===== src/rtl/lnk_pkg.sv =====
`timescale 1ns/1ps
package lnk_pkg;

    typedef enum logic {
        LNK_DOWN = 1'b0,
        LNK_UP   = 1'b1
    } lnk_state_t;

    // Convert a duration to clock cycles, never returning less than one.
    function automatic int unsigned lnk_cycles(
        input longint unsigned hz,
        input longint unsigned amount,
        input longint unsigned units_per_sec
    );
        longint unsigned c;
        c = (hz * amount) / units_per_sec;
        if (c == 64'd0) c = 64'd1;
        return c[31:0];
    endfunction

endpackage


===== src/rtl/lnk_pulse_gen.sv =====
`timescale 1ns/1ps
module lnk_pulse_gen #(
    parameter int unsigned PERIOD_CYC = 400,
    parameter int unsigned PULSE_CYC  = 20
) (
    input  logic clk,
    input  logic rst_n,
    input  logic tx_active,
    output logic lp_req
);

    localparam int CW = $clog2(PERIOD_CYC + 1);
    localparam int PW = $clog2(PULSE_CYC + 1);
    localparam logic [CW-1:0] CNT_LAST = CW'(PERIOD_CYC - 1);
    localparam logic [PW-1:0] PLS_LAST = PW'(PULSE_CYC - 1);

    typedef struct packed {
        logic [CW-1:0] cnt;
        logic [PW-1:0] pcnt;
        logic          lp;
    } gen_t;

    gen_t gen_d, gen_q;
    logic wrap;

    always_comb begin
        gen_d = gen_q;
        wrap  = 1'b0;
        if (tx_active) begin
            gen_d.cnt  = '0;
            gen_d.pcnt = '0;
            gen_d.lp   = 1'b0;
        end else begin
            wrap = (gen_q.cnt == CNT_LAST);
            if (wrap) begin
                gen_d.cnt  = '0;
                gen_d.pcnt = '0;
                gen_d.lp   = 1'b1;
            end else begin
                gen_d.cnt = gen_q.cnt + 1'b1;
                if (gen_q.lp) begin
                    if (gen_q.pcnt == PLS_LAST) begin
                        gen_d.lp = 1'b0;
                    end else begin
                        gen_d.pcnt = gen_q.pcnt + 1'b1;
                    end
                end
            end
        end
    end

    always_ff @(posedge clk or negedge rst_n) begin
        if (!rst_n) begin
            gen_q <= '0;
        end else begin
            gen_q <= gen_d;
        end
    end

    assign lp_req = gen_q.lp;

    // a transmitting cycle silences the pulse output
    p_tx_quiet_r3: assert property (@(posedge clk) disable iff (!rst_n)
        tx_active |=> !lp_req);

    // a pulse begins only when the idle interval has run out
    p_start_on_wrap_r2: assert property (@(posedge clk) disable iff (!rst_n)
        $rose(lp_req) |-> ($past(gen_q.cnt) == CNT_LAST));

    // a pulse ends early only because of a transmission
    p_width_r1: assert property (@(posedge clk) disable iff (!rst_n)
        ($fell(lp_req) && !$past(tx_active)) |-> ($past(gen_q.pcnt) == PLS_LAST));

endmodule


===== src/rtl/lnk_pulse_qual.sv =====
`timescale 1ns/1ps
module lnk_pulse_qual #(
    parameter int unsigned GAP_CYC = 200
) (
    input  logic clk,
    input  logic rst_n,
    input  logic rx_lp_strobe,
    output logic pulse_ok
);

    localparam int GW = $clog2(GAP_CYC + 1);
    localparam logic [GW-1:0] GAP_LAST = GW'(GAP_CYC - 1);

    typedef struct packed {
        logic [GW-1:0] gap;
    } qual_t;

    qual_t qual_d, qual_q;

    assign pulse_ok = rx_lp_strobe && (qual_q.gap == GAP_LAST);

    always_comb begin
        qual_d = qual_q;
        if (pulse_ok) begin
            qual_d.gap = '0;
        end else if (qual_q.gap != GAP_LAST) begin
            qual_d.gap = qual_q.gap + 1'b1;
        end
    end

    always_ff @(posedge clk or negedge rst_n) begin
        if (!rst_n) begin
            qual_q.gap <= GAP_LAST;
        end else begin
            qual_q <= qual_d;
        end
    end

    // two accepted pulses are never on neighbouring edges when spacing applies
    p_spacing_r6: assert property (@(posedge clk) disable iff (!rst_n)
        ((GAP_CYC > 1) && pulse_ok) |=> !pulse_ok);

endmodule


===== src/rtl/lnk_integrity.sv =====
`timescale 1ns/1ps
module lnk_integrity
    import lnk_pkg::*;
#(
    parameter int unsigned LOSS_CYC       = 2000,
    parameter int unsigned RESTORE_PULSES = 2
) (
    input  logic clk,
    input  logic rst_n,
    input  logic pulse_ok,
    input  logic rx_activity,
    input  logic cfg_test_off,
    output logic link_fail
);

    localparam int SW = $clog2(LOSS_CYC + 1);
    localparam int VW = $clog2(RESTORE_PULSES + 1);
    localparam logic [SW-1:0] SIL_LAST = SW'(LOSS_CYC - 1);
    localparam logic [VW-1:0] RST_LAST = VW'(RESTORE_PULSES - 1);

    typedef struct packed {
        lnk_state_t    st;
        logic [SW-1:0] silent;
        logic [VW-1:0] vcnt;
    } mon_t;

    mon_t mon_d, mon_q;

    always_comb begin
        mon_d = mon_q;
        if (cfg_test_off) begin
            mon_d.st     = LNK_UP;
            mon_d.silent = '0;
            mon_d.vcnt   = '0;
        end else if (mon_q.st == LNK_DOWN) begin
            if (rx_activity) begin
                mon_d.st     = LNK_UP;
                mon_d.silent = '0;
                mon_d.vcnt   = '0;
            end else if (pulse_ok) begin
                mon_d.silent = '0;
                if (mon_q.vcnt == RST_LAST) begin
                    mon_d.st   = LNK_UP;
                    mon_d.vcnt = '0;
                end else begin
                    mon_d.vcnt = mon_q.vcnt + 1'b1;
                end
            end else if (mon_q.silent == SIL_LAST) begin
                mon_d.silent = '0;
                mon_d.vcnt   = '0;
            end else begin
                mon_d.silent = mon_q.silent + 1'b1;
            end
        end else begin
            if (rx_activity || pulse_ok) begin
                mon_d.silent = '0;
            end else if (mon_q.silent == SIL_LAST) begin
                mon_d.st     = LNK_DOWN;
                mon_d.silent = '0;
                mon_d.vcnt   = '0;
            end else begin
                mon_d.silent = mon_q.silent + 1'b1;
            end
        end
    end

    always_ff @(posedge clk or negedge rst_n) begin
        if (!rst_n) begin
            mon_q.st     <= LNK_DOWN;
            mon_q.silent <= '0;
            mon_q.vcnt   <= '0;
        end else begin
            mon_q <= mon_d;
        end
    end

    assign link_fail = (mon_q.st == LNK_DOWN);

    // a failure is entered only after a silent, unbypassed cycle
    p_loss_cause_r5: assert property (@(posedge clk) disable iff (!rst_n)
        $rose(link_fail) |-> $past(!rx_activity && !pulse_ok && !cfg_test_off));

    // with no pulse, activity or bypass, a failed link stays failed
    p_hold_fail_r7: assert property (@(posedge clk) disable iff (!rst_n)
        (link_fail && !rx_activity && !pulse_ok && !cfg_test_off) |=> link_fail);

    // receive activity always leaves the link good
    p_activity_r8: assert property (@(posedge clk) disable iff (!rst_n)
        rx_activity |=> !link_fail);

    // the bypass bit forces a good link
    p_bypass_r9: assert property (@(posedge clk) disable iff (!rst_n)
        cfg_test_off |=> !link_fail);

    // an accepted pulse on a good link keeps it good
    p_refresh_r11: assert property (@(posedge clk) disable iff (!rst_n)
        (!link_fail && pulse_ok) |=> !link_fail);

endmodule


===== src/rtl/lnk_pulse_monitor.sv =====
`timescale 1ns/1ps
module lnk_pulse_monitor #(
    parameter int unsigned CLK_HZ         = 200_000_000,
    parameter int unsigned PULSE_NS       = 100,
    parameter int unsigned PERIOD_US      = 16_000,
    parameter int unsigned LOSS_US        = 100_000,
    parameter int unsigned GAP_US         = 2_000,
    parameter int unsigned RESTORE_PULSES = 2
) (
    input  logic clk,
    input  logic rst_n,
    input  logic tx_active,
    input  logic rx_lp_strobe,
    input  logic rx_activity,
    input  logic cfg_test_off,
    output logic lp_req,
    output logic good_led,
    output logic link_fail
);

    localparam int unsigned PULSE_CYC =
        lnk_pkg::lnk_cycles(64'(CLK_HZ), 64'(PULSE_NS), 64'd1_000_000_000);
    localparam int unsigned PERIOD_CYC =
        lnk_pkg::lnk_cycles(64'(CLK_HZ), 64'(PERIOD_US), 64'd1_000_000);
    localparam int unsigned LOSS_CYC =
        lnk_pkg::lnk_cycles(64'(CLK_HZ), 64'(LOSS_US), 64'd1_000_000);
    localparam int unsigned GAP_CYC =
        lnk_pkg::lnk_cycles(64'(CLK_HZ), 64'(GAP_US), 64'd1_000_000);

    logic pulse_ok;
    logic fail_w;

    lnk_pulse_gen #(
        .PERIOD_CYC (PERIOD_CYC),
        .PULSE_CYC  (PULSE_CYC)
    ) u_gen (
        .clk       (clk),
        .rst_n     (rst_n),
        .tx_active (tx_active),
        .lp_req    (lp_req)
    );

    lnk_pulse_qual #(
        .GAP_CYC (GAP_CYC)
    ) u_qual (
        .clk          (clk),
        .rst_n        (rst_n),
        .rx_lp_strobe (rx_lp_strobe),
        .pulse_ok     (pulse_ok)
    );

    lnk_integrity #(
        .LOSS_CYC       (LOSS_CYC),
        .RESTORE_PULSES (RESTORE_PULSES)
    ) u_mon (
        .clk          (clk),
        .rst_n        (rst_n),
        .pulse_ok     (pulse_ok),
        .rx_activity  (rx_activity),
        .cfg_test_off (cfg_test_off),
        .link_fail    (fail_w)
    );

    assign link_fail = fail_w;
    assign good_led  = !fail_w;

endmodule


===== config.mk =====
export PLATFORM = sky130hd
export DESIGN_NAME = lnk_pulse_monitor
export DESIGN_NICKNAME = d
export VERILOG_FILES = /design/src/rtl/lnk_pkg.sv /design/src/rtl/lnk_pulse_gen.sv /design/src/rtl/lnk_pulse_qual.sv /design/src/rtl/lnk_integrity.sv /design/src/rtl/lnk_pulse_monitor.sv
export SDC_FILE = /design/constraint.sdc
export NUM_CORES = 1
export LEC_CHECK = 0
export BUFFER_PORTS_ARGS = -buffer_cell sky130_fd_sc_hd__buf_4
export CORE_AREA = 2 2 127 92
export CTS_CLUSTER_DIAMETER = 50
export DETAILED_ROUTE_END_ITERATION = 16
export DIE_AREA = 0 0 129 94
export SETUP_SLACK_MARGIN = 0.5
export SYNTH_ARGS = -nofsm -noshare
export SYNTH_HDL_FRONTEND = slang
export SYNTH_SLANG_ARGS = --single-unit

===== constraint.sdc =====
create_clock -name clk -period 2.7 [get_ports clk]
set_input_delay 0.405 -clock clk [delete_from_list [all_inputs] [get_ports clk]]
set_output_delay 0.405 -clock clk [all_outputs]
set_load 0.02 [all_outputs]

==> report_table.html, run 1 <==
<table>
<tr><th>Metric</th><th>Value</th></tr>
<tr><th colspan="2">Pwr</th></tr>
<tr><td>Portion of total power attributed to sequential cells</td><td>0.445</td></tr>
<tr><td>Combinational cell fraction of total power</td><td>0.024</td></tr>
<tr><td>Net Sw Power</td><td>485 uW</td></tr>
<tr><td>Worst IR drop on VDD</td><td>0.330 mV</td></tr>
<tr><td>Switching power as a share of total power</td><td>0.190</td></tr>
<tr><td>Leakage power of the design</td><td>1.82 nW</td></tr>
<tr><td>Clock group share of total power</td><td>0.532</td></tr>
<tr><td>Total power divided by cell area</td><td>590 mW/mm^2</td></tr>
<tr><td>Cell Int Power</td><td>2.07 mW</td></tr>
<tr><th colspan="2">Detailed routing</th></tr>
<tr><td>DR vias/cell</td><td>4.83</td></tr>
<tr><td>Routed length per placed instance</td><td>12.7 um</td></tr>
<tr><td>Vias</td><td>2672</td></tr>
<tr><td>Post-detailed-routing wire length</td><td>7.00 mm</td></tr>
<tr><td>Antenna-violating nets left</td><td>0</td></tr>
<tr><td>DRC violation total after the first TritonRoute iteration</td><td>192</td></tr>
<tr><td>Number of optimization iterations in the first detailed-route pass</td><td>4</td></tr>
<tr><td>Total DRC errors in the routed layout</td><td>0</td></tr>
<tr><th colspan="2">Layout</th></tr>
<tr><td>Layout cells sized above 1</td><td>0.143</td></tr>
<tr><td>Number of standard cells in the layout, taps in and fillers out</td><td>553</td></tr>
<tr><td>Total non-filler cell area in the finished layout</td><td>0.00433 sq mm</td></tr>
<tr><td>Total Nets Final</td><td>406</td></tr>
<tr><td>Number of antenna diodes</td><td>0</td></tr>
<tr><td>Fill cell count</td><td>1051</td></tr>
<tr><td>Commonest cells after routing, fill and taps aside</td><td>sky130_fd_sc_hd__nor2_1, sky130_fd_sc_hd__dfrtp_1, sky130_fd_sc_hd__xor2_1, sky130_fd_sc_hd__nand2_1, sky130_fd_sc_hd__nand3_1</td></tr>
<tr><td>Area of the multi-input gates</td><td>0.00174 sq mm</td></tr>
<tr><td>Most common library cell in the layout ignoring fill and taps</td><td>sky130_fd_sc_hd__nor2_1</td></tr>
<tr><td>FF+latch area</td><td>0.00189 sq mm</td></tr>
<tr><td>Area growth from synthesis to layout</td><td>16.8%</td></tr>
<tr><th colspan="2">Synth</th></tr>
<tr><td>Sequential-to-total area share from yosys stat</td><td>0.510</td></tr>
<tr><td>Number of nets produced by synthesis</td><td>387</td></tr>
<tr><td>Post-Synthesis Mean Instance Area</td><td>9.87 sq um</td></tr>
<tr><td>Fraction of post-synthesis cell area in the top cell type by area</td><td>0.425</td></tr>
<tr><td>Post-synth design cell area</td><td>0.00371 sq mm</td></tr>
<tr><td>Leading register cell type out of synthesis</td><td>sky130_fd_sc_hd__dfrtp_1</td></tr>
<tr><td>Number of enable-type register cells in the synthesized netlist</td><td>0</td></tr>
<tr><td>Number of different library cells in the post-synthesis netlist</td><td>46</td></tr>
<tr><td>Cell types with the largest area share after synthesis</td><td>sky130_fd_sc_hd__dfrtp_1, sky130_fd_sc_hd__dfstp_2, sky130_fd_sc_hd__xor2_1</td></tr>
<tr><td>Number of warnings issued by yosys</td><td>0</td></tr>
<tr><td>Library cell with the largest summed area after synthesis</td><td>sky130_fd_sc_hd__dfrtp_1</td></tr>
<tr><td>Async set-reset flop share out of synthesis</td><td>1.00</td></tr>
<tr><td>Mapped Cells</td><td>376</td></tr>
<tr><td>Register bit count reported by yosys</td><td>75</td></tr>
<tr><th colspan="2">Clocking</th></tr>
<tr><td>H-tree levels</td><td>3</td></tr>
<tr><td>TritonCTS Buffers</td><td>9</td></tr>
<tr><td>Clock Pin Slew Worst Setup and Hold Paths</td><td>60 ps</td></tr>
<tr><td>CTS Hold Bufs</td><td>0</td></tr>
<tr><td>Clock insertion delay at the later pin of the skew report</td><td>330 ps</td></tr>
<tr><td>Clock tree root buffer cell</td><td>sky130_fd_sc_hd__clkbuf_16</td></tr>
<tr><td>Clock Sinks</td><td>75</td></tr>
<tr><td>Clock tree from TritonCTS</td><td>built</td></tr>
<tr><td>Maximum clock path buffer count</td><td>2</td></tr>
<tr><th colspan="2">Placed design</th></tr>
<tr><td>Area post-placement</td><td>0.00392 sq mm</td></tr>
<tr><td>Place WS</td><td>386 ps</td></tr>
<tr><td>Number of instances in the placed design</td><td>532</td></tr>
<tr><td>Port buffer count</td><td>8</td></tr>
<tr><td>Final GP Congestion</td><td>0.786</td></tr>
<tr><td>Half-perimeter wire length after placement</td><td>4.54 mm</td></tr>
<tr><th colspan="2">Worst setup path</th></tr>
<tr><td>Arr. time, crit path</td><td>2320 ps</td></tr>
<tr><td>Slowest CP cell</td><td>sky130_fd_sc_hd__or4b_2</td></tr>
<tr><td>Nature of the critical path startpoint</td><td>flip-flop</td></tr>
<tr><td>Reg2Reg Launch Point</td><td>u_mon.mon_q[17]</td></tr>
<tr><td>Category of the worst setup path capture point</td><td>flip-flop</td></tr>
<tr><td>Maximum fanout count along the critical path</td><td>4</td></tr>
<tr><td>Critical Path Max Stage Delay</td><td>710 ps</td></tr>
<tr><td>Cell chain of the critical path</td><td>or4b_2, nor3_1, nand3_1, buf_4, o31ai_1, a21oi_1</td></tr>
<tr><td>Launch point of the critical path</td><td>u_mon.mon_q[17]</td></tr>
<tr><td>Required arrival time at the worst endpoint</td><td>2910 ps</td></tr>
<tr><td>Start-to-end type of the worst setup path</td><td>reg2reg</td></tr>
<tr><th colspan="2">STA</th></tr>
<tr><td>Final-report hold violation count</td><td>0</td></tr>
<tr><td>Peak Freq</td><td>474 MHz</td></tr>
<tr><td>Worst clock skew on the final layout</td><td>4.02 ps</td></tr>
<tr><td>Unrepaired setup endpoints after global routing</td><td>no</td></tr>
<tr><td>Fin crit share</td><td>0.782</td></tr>
<tr><td>Count of final max-slew check failures</td><td>0</td></tr>
<tr><td>Total of endpoints with negative setup slack in the final report</td><td>0</td></tr>
<tr><td>Post-layout minimum cycle time</td><td>2110 ps</td></tr>
<tr><td>Post-route setup TNS</td><td>0 ps</td></tr>
<tr><td>Post-route setup slack</td><td>589 ps</td></tr>
<tr><td>Max_slew headroom</td><td>0.383</td></tr>
<tr><td>Actual transition at the worst max-transition pin</td><td>925 ps</td></tr>
<tr><th colspan="2">Floorplan</th></tr>
<tr><td>FP Rows</td><td>32</td></tr>
<tr><td>Initial cell density of the core</td><td>0.342</td></tr>
<tr><td>Top Ports</td><td>9</td></tr>
<tr><td>Chip Width</td><td>129 um</td></tr>
<tr><td>Core region area</td><td>0.0109 sq mm</td></tr>
<tr><td>Overall die area</td><td>0.0121 sq mm</td></tr>
<tr><td>Chip Height</td><td>94 um</td></tr>
<tr><th colspan="2">Global routing</th></tr>
<tr><td>Initial antenna violation count</td><td>0</td></tr>
<tr><td>Maximum number of pins on one net before global-route repair</td><td>76</td></tr>
<tr><td>Wire length of the first global-routing pass</td><td>12.3 mm</td></tr>
<tr><td>Overall track demand over capacity in global routing</td><td>0.127</td></tr>
<tr><td>Vias in the first global route</td><td>2568</td></tr>
<tr><td>Total overflow reported by the global router</td><td>0</td></tr>
<tr><th colspan="2">Hold path</th></tr>
<tr><td>Type of the tightest min-delay check</td><td>in2async</td></tr>
<tr><th colspan="2">Outcome</th></tr>
<tr><td>Outcome</td><td>finished, final reports clean</td></tr>
<tr><th colspan="2">Run</th></tr>
<tr><td>Max-capacitance violation count</td><td>0</td></tr>
</table>
Yosys cell counts (2+ instances only):
cell / number
sky130_fd_sc_hd__nor4_1: 4
sky130_fd_sc_hd__inv_1: 10
sky130_fd_sc_hd__and3_1: 8
sky130_fd_sc_hd__or4_1: 2
sky130_fd_sc_hd__buf_2: 2
sky130_fd_sc_hd__nor3_1: 14
sky130_fd_sc_hd__xnor2_1: 24
sky130_fd_sc_hd__nor2b_1: 2
sky130_fd_sc_hd__xor2_1: 30
sky130_fd_sc_hd__nand2_1: 29
sky130_fd_sc_hd__and4_1: 10
sky130_fd_sc_hd__dfrtp_1: 63
sky130_fd_sc_hd__ha_1: 5
sky130_fd_sc_hd__or4b_1: 2
sky130_fd_sc_hd__nand4_1: 14
sky130_fd_sc_hd__a21oi_1: 11
sky130_fd_sc_hd__clkbuf_1: 2
sky130_fd_sc_hd__nand2b_1: 2
sky130_fd_sc_hd__buf_6: 3
sky130_fd_sc_hd__a31oi_1: 3
sky130_fd_sc_hd__dfstp_2: 12
sky130_fd_sc_hd__nor2_2: 3
sky130_fd_sc_hd__o31ai_1: 2
sky130_fd_sc_hd__nand3_1: 28
sky130_fd_sc_hd__or2_2: 2
sky130_fd_sc_hd__o21ai_0: 3
sky130_fd_sc_hd__nor2_1: 67
sequential cells by signal, summed over array words and instances, names as in the netlist:
register       flops
u_gen.lp_req       1
u_gen.gen_q       27
u_qual.qual_q     19
u_mon.mon_q       28
per-stage QoR:
step,utilization,hold WS [ps],total power [mW]
3_3_place_gp,0.361,475,1.21
5_1_grt,0.399,268,2.66
4_1_cts,0.393,257,2.59
3_5_place_dp,0.361,490,1.21
6_report,0.399,201,2.56
2_1_floorplan,-,109,1.18
final cells by class:
| cell class | instances | share of cell area |
|---|---|---|
| clock buffer | 11 | 0.0560 |
| clock inverter | 5 | 0.0231 |
| inverter | 10 | 0.00867 |
| multi-input combinational | 284 | 0.402 |
| sequential | 75 | 0.437 |
| tap | 153 | 0.0442 |
| timing repair buffer | 15 | 0.0289 |
worst max-delay path: cells and delay by family, from the launching register on:
family                 cells  cell delay, ps
buffers and inverters      1             170
AO/OA/AOI/OAI              2             320
AND/OR/NAND/NOR            3            1100
flip-flops                 1             410
routing by layer:
layer,track usage,share of wire,vias up
met4,0.0462,0.011,0
met5,0,0,-
li1,-,-,1343
met1,0.187,0.55,1285
met2,0.178,0.41,37
met3,0.0359,0.030,7
logic make-up (layout without fill, tap and decap cells):
family | count (synthesis) | in the layout | synth area share
AND/OR/NAND/NOR | 198 | 199 | 0.274
adder cells (fa/ha/maj) | 5 | 5 | 0.0169
buffers and inverters | 18 | 41 | 0.0280
XOR/XNOR | 54 | 54 | 0.127
flip-flops | 75 | 75 | 0.510
AO/OA/AOI/OAI | 25 | 25 | 0.0415
multiplexers | 1 | 1 | 0.00270
final timing paths:
kind / end / slack (ps) / depth (start not counted)
min in group clk: u_gen.lp_req / 280 / 2
max reg2reg: u_mon.mon_q[1] / 590 / 6
max: u_mon.mon_q[1] / 590 / 6
min: u_gen.gen_q[13] / 200 / 1
min reg2reg: u_qual.qual_q[17] / 500 / 2
max in group asynchronous: u_mon.mon_q[4] / 1890 / 1
power by group through the flow:
stage	combinational, mW	clock, mW	sequential (mW)
5_1_grt	0.0698	1.45	1.14
3_5_place_dp	0.0586	0	1.16
6_report	0.0605	1.36	1.14
3_3_place_gp	0.0569	0	1.16
2_1_floorplan	0.0264	0	1.15
4_1_cts	0.0595	1.39	1.14
what timing repair did:
item | in CTS | in global routing
resized for setup | 2 | 6
endpoints found under the setup margin | 30 | 56
cloned | 0 | 1
pin swaps | 0 | 4
buffers inserted | 0 | 4
No activity file was read; power rests on OpenSTA's default activity.
==> inputs of run 2 (changes only) <==
==> constraint.sdc (replaced) <==
create_clock -name clk -period 2.1 [get_ports clk]
set_input_delay 0.315 -clock clk [delete_from_list [all_inputs] [get_ports clk]]
set_output_delay 0.315 -clock clk [all_outputs]
set_load 0.02 [all_outputs]
==> run 2 against run 1 <==
The run now ends with negative hold slack left. Non-clock buffer count is 37 higher. Setup slack got worse by 320 ps. Utilization rose by 6.5 points. Via count increased by 8.6%. Flip-flop and latch count unchanged. Fmax rose by 15%. Sequential power grew 28%. Critical endpoint is now u_mon.mon_q[9]. Largest cell class is now multi-input combinational cells.
==> report_table.html, run 2 (synthesis gave the netlist of run 1 again) <==
<table>
<tr><th>Metric</th><th>Value</th></tr>
<tr><th colspan="2">Outcome</th></tr>
<tr><td>Outcome</td><td>finished, violations left</td></tr>
<tr><td>Failing checks</td><td>negative hold slack</td></tr>
<tr><th colspan="2">Global routing</th></tr>
<tr><td>Met3 usage in global routing</td><td>0.0421 (+0.00626)</td></tr>
<tr><td>Total overflow reported by the global router</td><td>0 (unchanged)</td></tr>
<tr><td>Wire length of the first global-routing pass</td><td>13.8 mm (+13%)</td></tr>
<tr><td>Met1 routing resource usage after global routing</td><td>0.196 (+0.00945)</td></tr>
<tr><td>Maximum number of pins on one net before global-route repair</td><td>76 (unchanged)</td></tr>
<tr><td>Overall track demand over capacity in global routing</td><td>0.144 (+0.0166)</td></tr>
<tr><td>Initial antenna violation count</td><td>0 (unchanged)</td></tr>
<tr><td>Met2 usage in global routing</td><td>0.221 (+0.0428)</td></tr>
<tr><td>Vias in the first global route</td><td>2870 (+12%)</td></tr>
<tr><td>Gr busiest metal</td><td>met2</td></tr>
<tr><th colspan="2">Worst setup path</th></tr>
<tr><td>Slowest CP cell</td><td>sky130_fd_sc_hd__dfstp_2</td></tr>
<tr><td>Category of the worst setup path capture point</td><td>flip-flop</td></tr>
<tr><td>Arr. time, crit path</td><td>2050 ps (-270 ps)</td></tr>
<tr><td>Worst path top cell family by delay</td><td>simple AND/OR/NAND/NOR gates</td></tr>
<tr><td>Nature of the critical path startpoint</td><td>flip-flop</td></tr>
<tr><td>Critical Path Max Stage Delay</td><td>570 ps (-140 ps)</td></tr>
<tr><td>Maximum fanout count along the critical path</td><td>15 (+11)</td></tr>
<tr><td>Cell chain of the critical path</td><td>nor4bb_4, and4b_4, and3_4, or4b_4, buf_12, nor2_1</td></tr>
<tr><td>Buffer and inverter count on the worst path</td><td>1 (unchanged)</td></tr>
<tr><td>Required arrival time at the worst endpoint</td><td>2320 ps (-590 ps)</td></tr>
<tr><td>Start-to-end type of the worst setup path</td><td>reg2reg</td></tr>
<tr><th colspan="2">Clocking</th></tr>
<tr><td>H-tree levels</td><td>3 (unchanged)</td></tr>
<tr><td>Clock Pin Slew Worst Setup and Hold Paths</td><td>60 ps (about the same)</td></tr>
<tr><td>Clock Sinks</td><td>75 (unchanged)</td></tr>
<tr><td>Clock tree root buffer cell</td><td>sky130_fd_sc_hd__clkbuf_16</td></tr>
<tr><td>Clock insertion delay at the later pin of the skew report</td><td>330 ps (about the same)</td></tr>
<tr><td>Clock tree from TritonCTS</td><td>built</td></tr>
<tr><td>CTS Hold Bufs</td><td>0 (unchanged)</td></tr>
<tr><td>TritonCTS Buffers</td><td>9 (unchanged)</td></tr>
<tr><td>Maximum clock path buffer count</td><td>2 (unchanged)</td></tr>
<tr><th colspan="2">Layout</th></tr>
<tr><td>Max reg flops</td><td>28 (unchanged)</td></tr>
<tr><td>Register bank with the most flops</td><td>u_mon.mon_q</td></tr>
<tr><td>Total non-filler cell area in the finished layout</td><td>0.00504 sq mm (+16%)</td></tr>
<tr><td>Total Nets Final</td><td>445 (+9.6%)</td></tr>
<tr><td>Layout cells sized above 1</td><td>0.383 (+0.240)</td></tr>
<tr><td>Commonest cells after routing, fill and taps aside</td><td>sky130_fd_sc_hd__dfrtp_1, sky130_fd_sc_hd__nor2_1, sky130_fd_sc_hd__buf_4, sky130_fd_sc_hd__xor2_1, sky130_fd_sc_hd__nand2_1</td></tr>
<tr><td>Number of standard cells in the layout, taps in and fillers out</td><td>592 (+7.1%)</td></tr>
<tr><td>Number of antenna diodes</td><td>0 (unchanged)</td></tr>
<tr><td>Registers with the most flip-flops</td><td>u_mon.mon_q x28, u_gen.gen_q x27, u_qual.qual_q x19</td></tr>
<tr><td>Area growth from synthesis to layout</td><td>35.8%</td></tr>
<tr><td>Final core utilization</td><td>0.464 (+0.0650)</td></tr>
<tr><td>Most common library cell in the layout ignoring fill and taps</td><td>sky130_fd_sc_hd__dfrtp_1</td></tr>
<tr><th colspan="2">Detailed routing</th></tr>
<tr><td>Vias</td><td>2902 (+8.6%)</td></tr>
<tr><td>Number of optimization iterations in the first detailed-route pass</td><td>4 (unchanged)</td></tr>
<tr><td>DRC violation total after the first TritonRoute iteration</td><td>256 (+33%)</td></tr>
<tr><td>Post-detailed-routing wire length</td><td>8.25 mm (+18%)</td></tr>
<tr><td>Antenna-violating nets left</td><td>0 (unchanged)</td></tr>
<tr><td>Total DRC errors in the routed layout</td><td>0 (unchanged)</td></tr>
<tr><td>DR vias/cell</td><td>4.90 (+1.5%)</td></tr>
<tr><td>Routed length per placed instance</td><td>13.9 um (+10%)</td></tr>
<tr><th colspan="2">Floorplan</th></tr>
<tr><td>Chip Width</td><td>129 um (unchanged)</td></tr>
<tr><td>Top Ports</td><td>9 (unchanged)</td></tr>
<tr><td>Overall die area</td><td>0.0121 sq mm (unchanged)</td></tr>
<tr><td>FP Rows</td><td>32 (unchanged)</td></tr>
<tr><td>Initial cell density of the core</td><td>0.342 (unchanged)</td></tr>
<tr><td>Core region area</td><td>0.0109 sq mm (unchanged)</td></tr>
<tr><td>Chip Height</td><td>94 um (unchanged)</td></tr>
<tr><th colspan="2">STA</th></tr>
<tr><td>Fin crit share</td><td>0.871 (+0.0892)</td></tr>
<tr><td>Peak Freq</td><td>547 MHz (+15%)</td></tr>
<tr><td>Worst hold slack</td><td>-18.6 ps (-220 ps)</td></tr>
<tr><td>Count of final max-slew check failures</td><td>0 (unchanged)</td></tr>
<tr><td>Max_slew headroom</td><td>0.547 (+0.164)</td></tr>
<tr><td>Actual transition at the worst max-transition pin</td><td>674 ps (-252 ps)</td></tr>
<tr><td>Post-layout minimum cycle time</td><td>1830 ps (-282 ps)</td></tr>
<tr><td>Final-report hold violation count</td><td>22 (+22)</td></tr>
<tr><td>Total of endpoints with negative setup slack in the final report</td><td>0 (unchanged)</td></tr>
<tr><td>Post-route setup TNS</td><td>0 ps (unchanged)</td></tr>
<tr><td>Worst clock skew on the final layout</td><td>4.87 ps (+0.851 ps)</td></tr>
<tr><td>Unrepaired setup endpoints after global routing</td><td>yes</td></tr>
<tr><th colspan="2">Placed design</th></tr>
<tr><td>Half-perimeter wire length after placement</td><td>4.71 mm (+3.7%)</td></tr>
<tr><td>Final GP Congestion</td><td>0.805 (+2.5%)</td></tr>
<tr><td>Port buffer count</td><td>8 (unchanged)</td></tr>
<tr><td>Area post-placement</td><td>0.00403 sq mm (+2.7%)</td></tr>
<tr><td>Number of instances in the placed design</td><td>536 (+0.75%)</td></tr>
<tr><th colspan="2">Run</th></tr>
<tr><td>Max-capacitance violation count</td><td>0 (unchanged)</td></tr>
<tr><th colspan="2">Hold path</th></tr>
<tr><td>Type of the tightest min-delay check</td><td>in2async</td></tr>
<tr><th colspan="2">Pwr</th></tr>
<tr><td>Leakage power of the design</td><td>2.07 nW (+14%)</td></tr>
<tr><td>Total power divided by cell area</td><td>628 mW/mm^2 (+6.5%)</td></tr>
<tr><td>Total power after layout</td><td>3.17 mW (+24%)</td></tr>
<tr><td>Worst IR drop on VDD</td><td>0.363 mV (+9.9%)</td></tr>
</table>
[run 2: cell types whose count changed in the layout (fill, tap and decap cells not counted), moves of 5 or more]
cell                      previous run  this run
sky130_fd_sc_hd__nor2_1             67        45
sky130_fd_sc_hd__nor2_2              3        22
sky130_fd_sc_hd__a21oi_1            11         3
sky130_fd_sc_hd__nand3_2             0         5
sky130_fd_sc_hd__a21oi_2             0         7
sky130_fd_sc_hd__buf_6               0        12
sky130_fd_sc_hd__buf_4              14        38
sky130_fd_sc_hd__nand3_1            28        20
[run 2: what timing repair did]
item                                    in CTS  in global routing
endpoints found under the setup margin      66                 71
resized for setup                           49                 51
pin swaps                                   22                 18
gates cloned                                 3                  0
buffers inserted                            24                 13
[run 2: routing by layer]
metal / routed length [um] / vias to the layer above
met4: 96 / 0
li1: - / 1415
met3: 294 / 9
met1: 3990 / 1442
met2: 3860 / 36
met5: 0 / -
[run 2: area by class of cell]
class / instances / area, sq um
Fill cell: 993 / 5810
Timing Repair Buffer: 52 / 460
Sequential cell: 75 / 1890
Inverter: 10 / 37.5
Clock buffer: 12 / 267
Clock inverter: 4 / 47.5
Multi-Input combinational cell: 286 / 2140
Tap cell: 153 / 191
[run 2: per-stage QoR]
| step | hold slack [ps] | setup slack [ps] |
|---|---|---|
| floorplan | 19.4 | 188 |
| global placement | 362 | 165 |
| detailed placement | 367 | 114 |
| CTS | 9.97 | 273 |
| global route | 22.2 | 184 |
| finish | -18.6 | 270 |
[run 2: power breakdown]
group | leakage (nW) | switching, mW | internal, mW | total, mW
clock | 0.155 | 0.585 | 1.01 | 1.60
combinational | 0.928 | 0.0697 | 0.0379 | 0.108
sequential | 0.989 | 0.00682 | 1.45 | 1.46
[run 2: path summary, 6_finish.rpt]
path	start	endpoint	slack (ps)	depth (start not counted)
setup / recovery	u_qual.qual_q[9]	u_mon.mon_q[9]	270	6
hold / removal	rst_n	u_gen.gen_q[13]	-20	2
setup reg to reg	u_qual.qual_q[9]	u_mon.mon_q[9]	270	6
hold reg to reg	u_qual.qual_q[16]	u_qual.qual_q[16]	510	1
max in group asynchronous	rst_n	u_mon.mon_q[10]	1750	2
min in group clk	cfg_test_off	u_mon.mon_q[4]	190	2
[run 2: worst reg2reg max path, delay by kind of cell (launching register included)]
kind	cells	cell delay, ps
and+or+nand+nor	5	1030
DFF	1	570
buffers and inverters	1	140
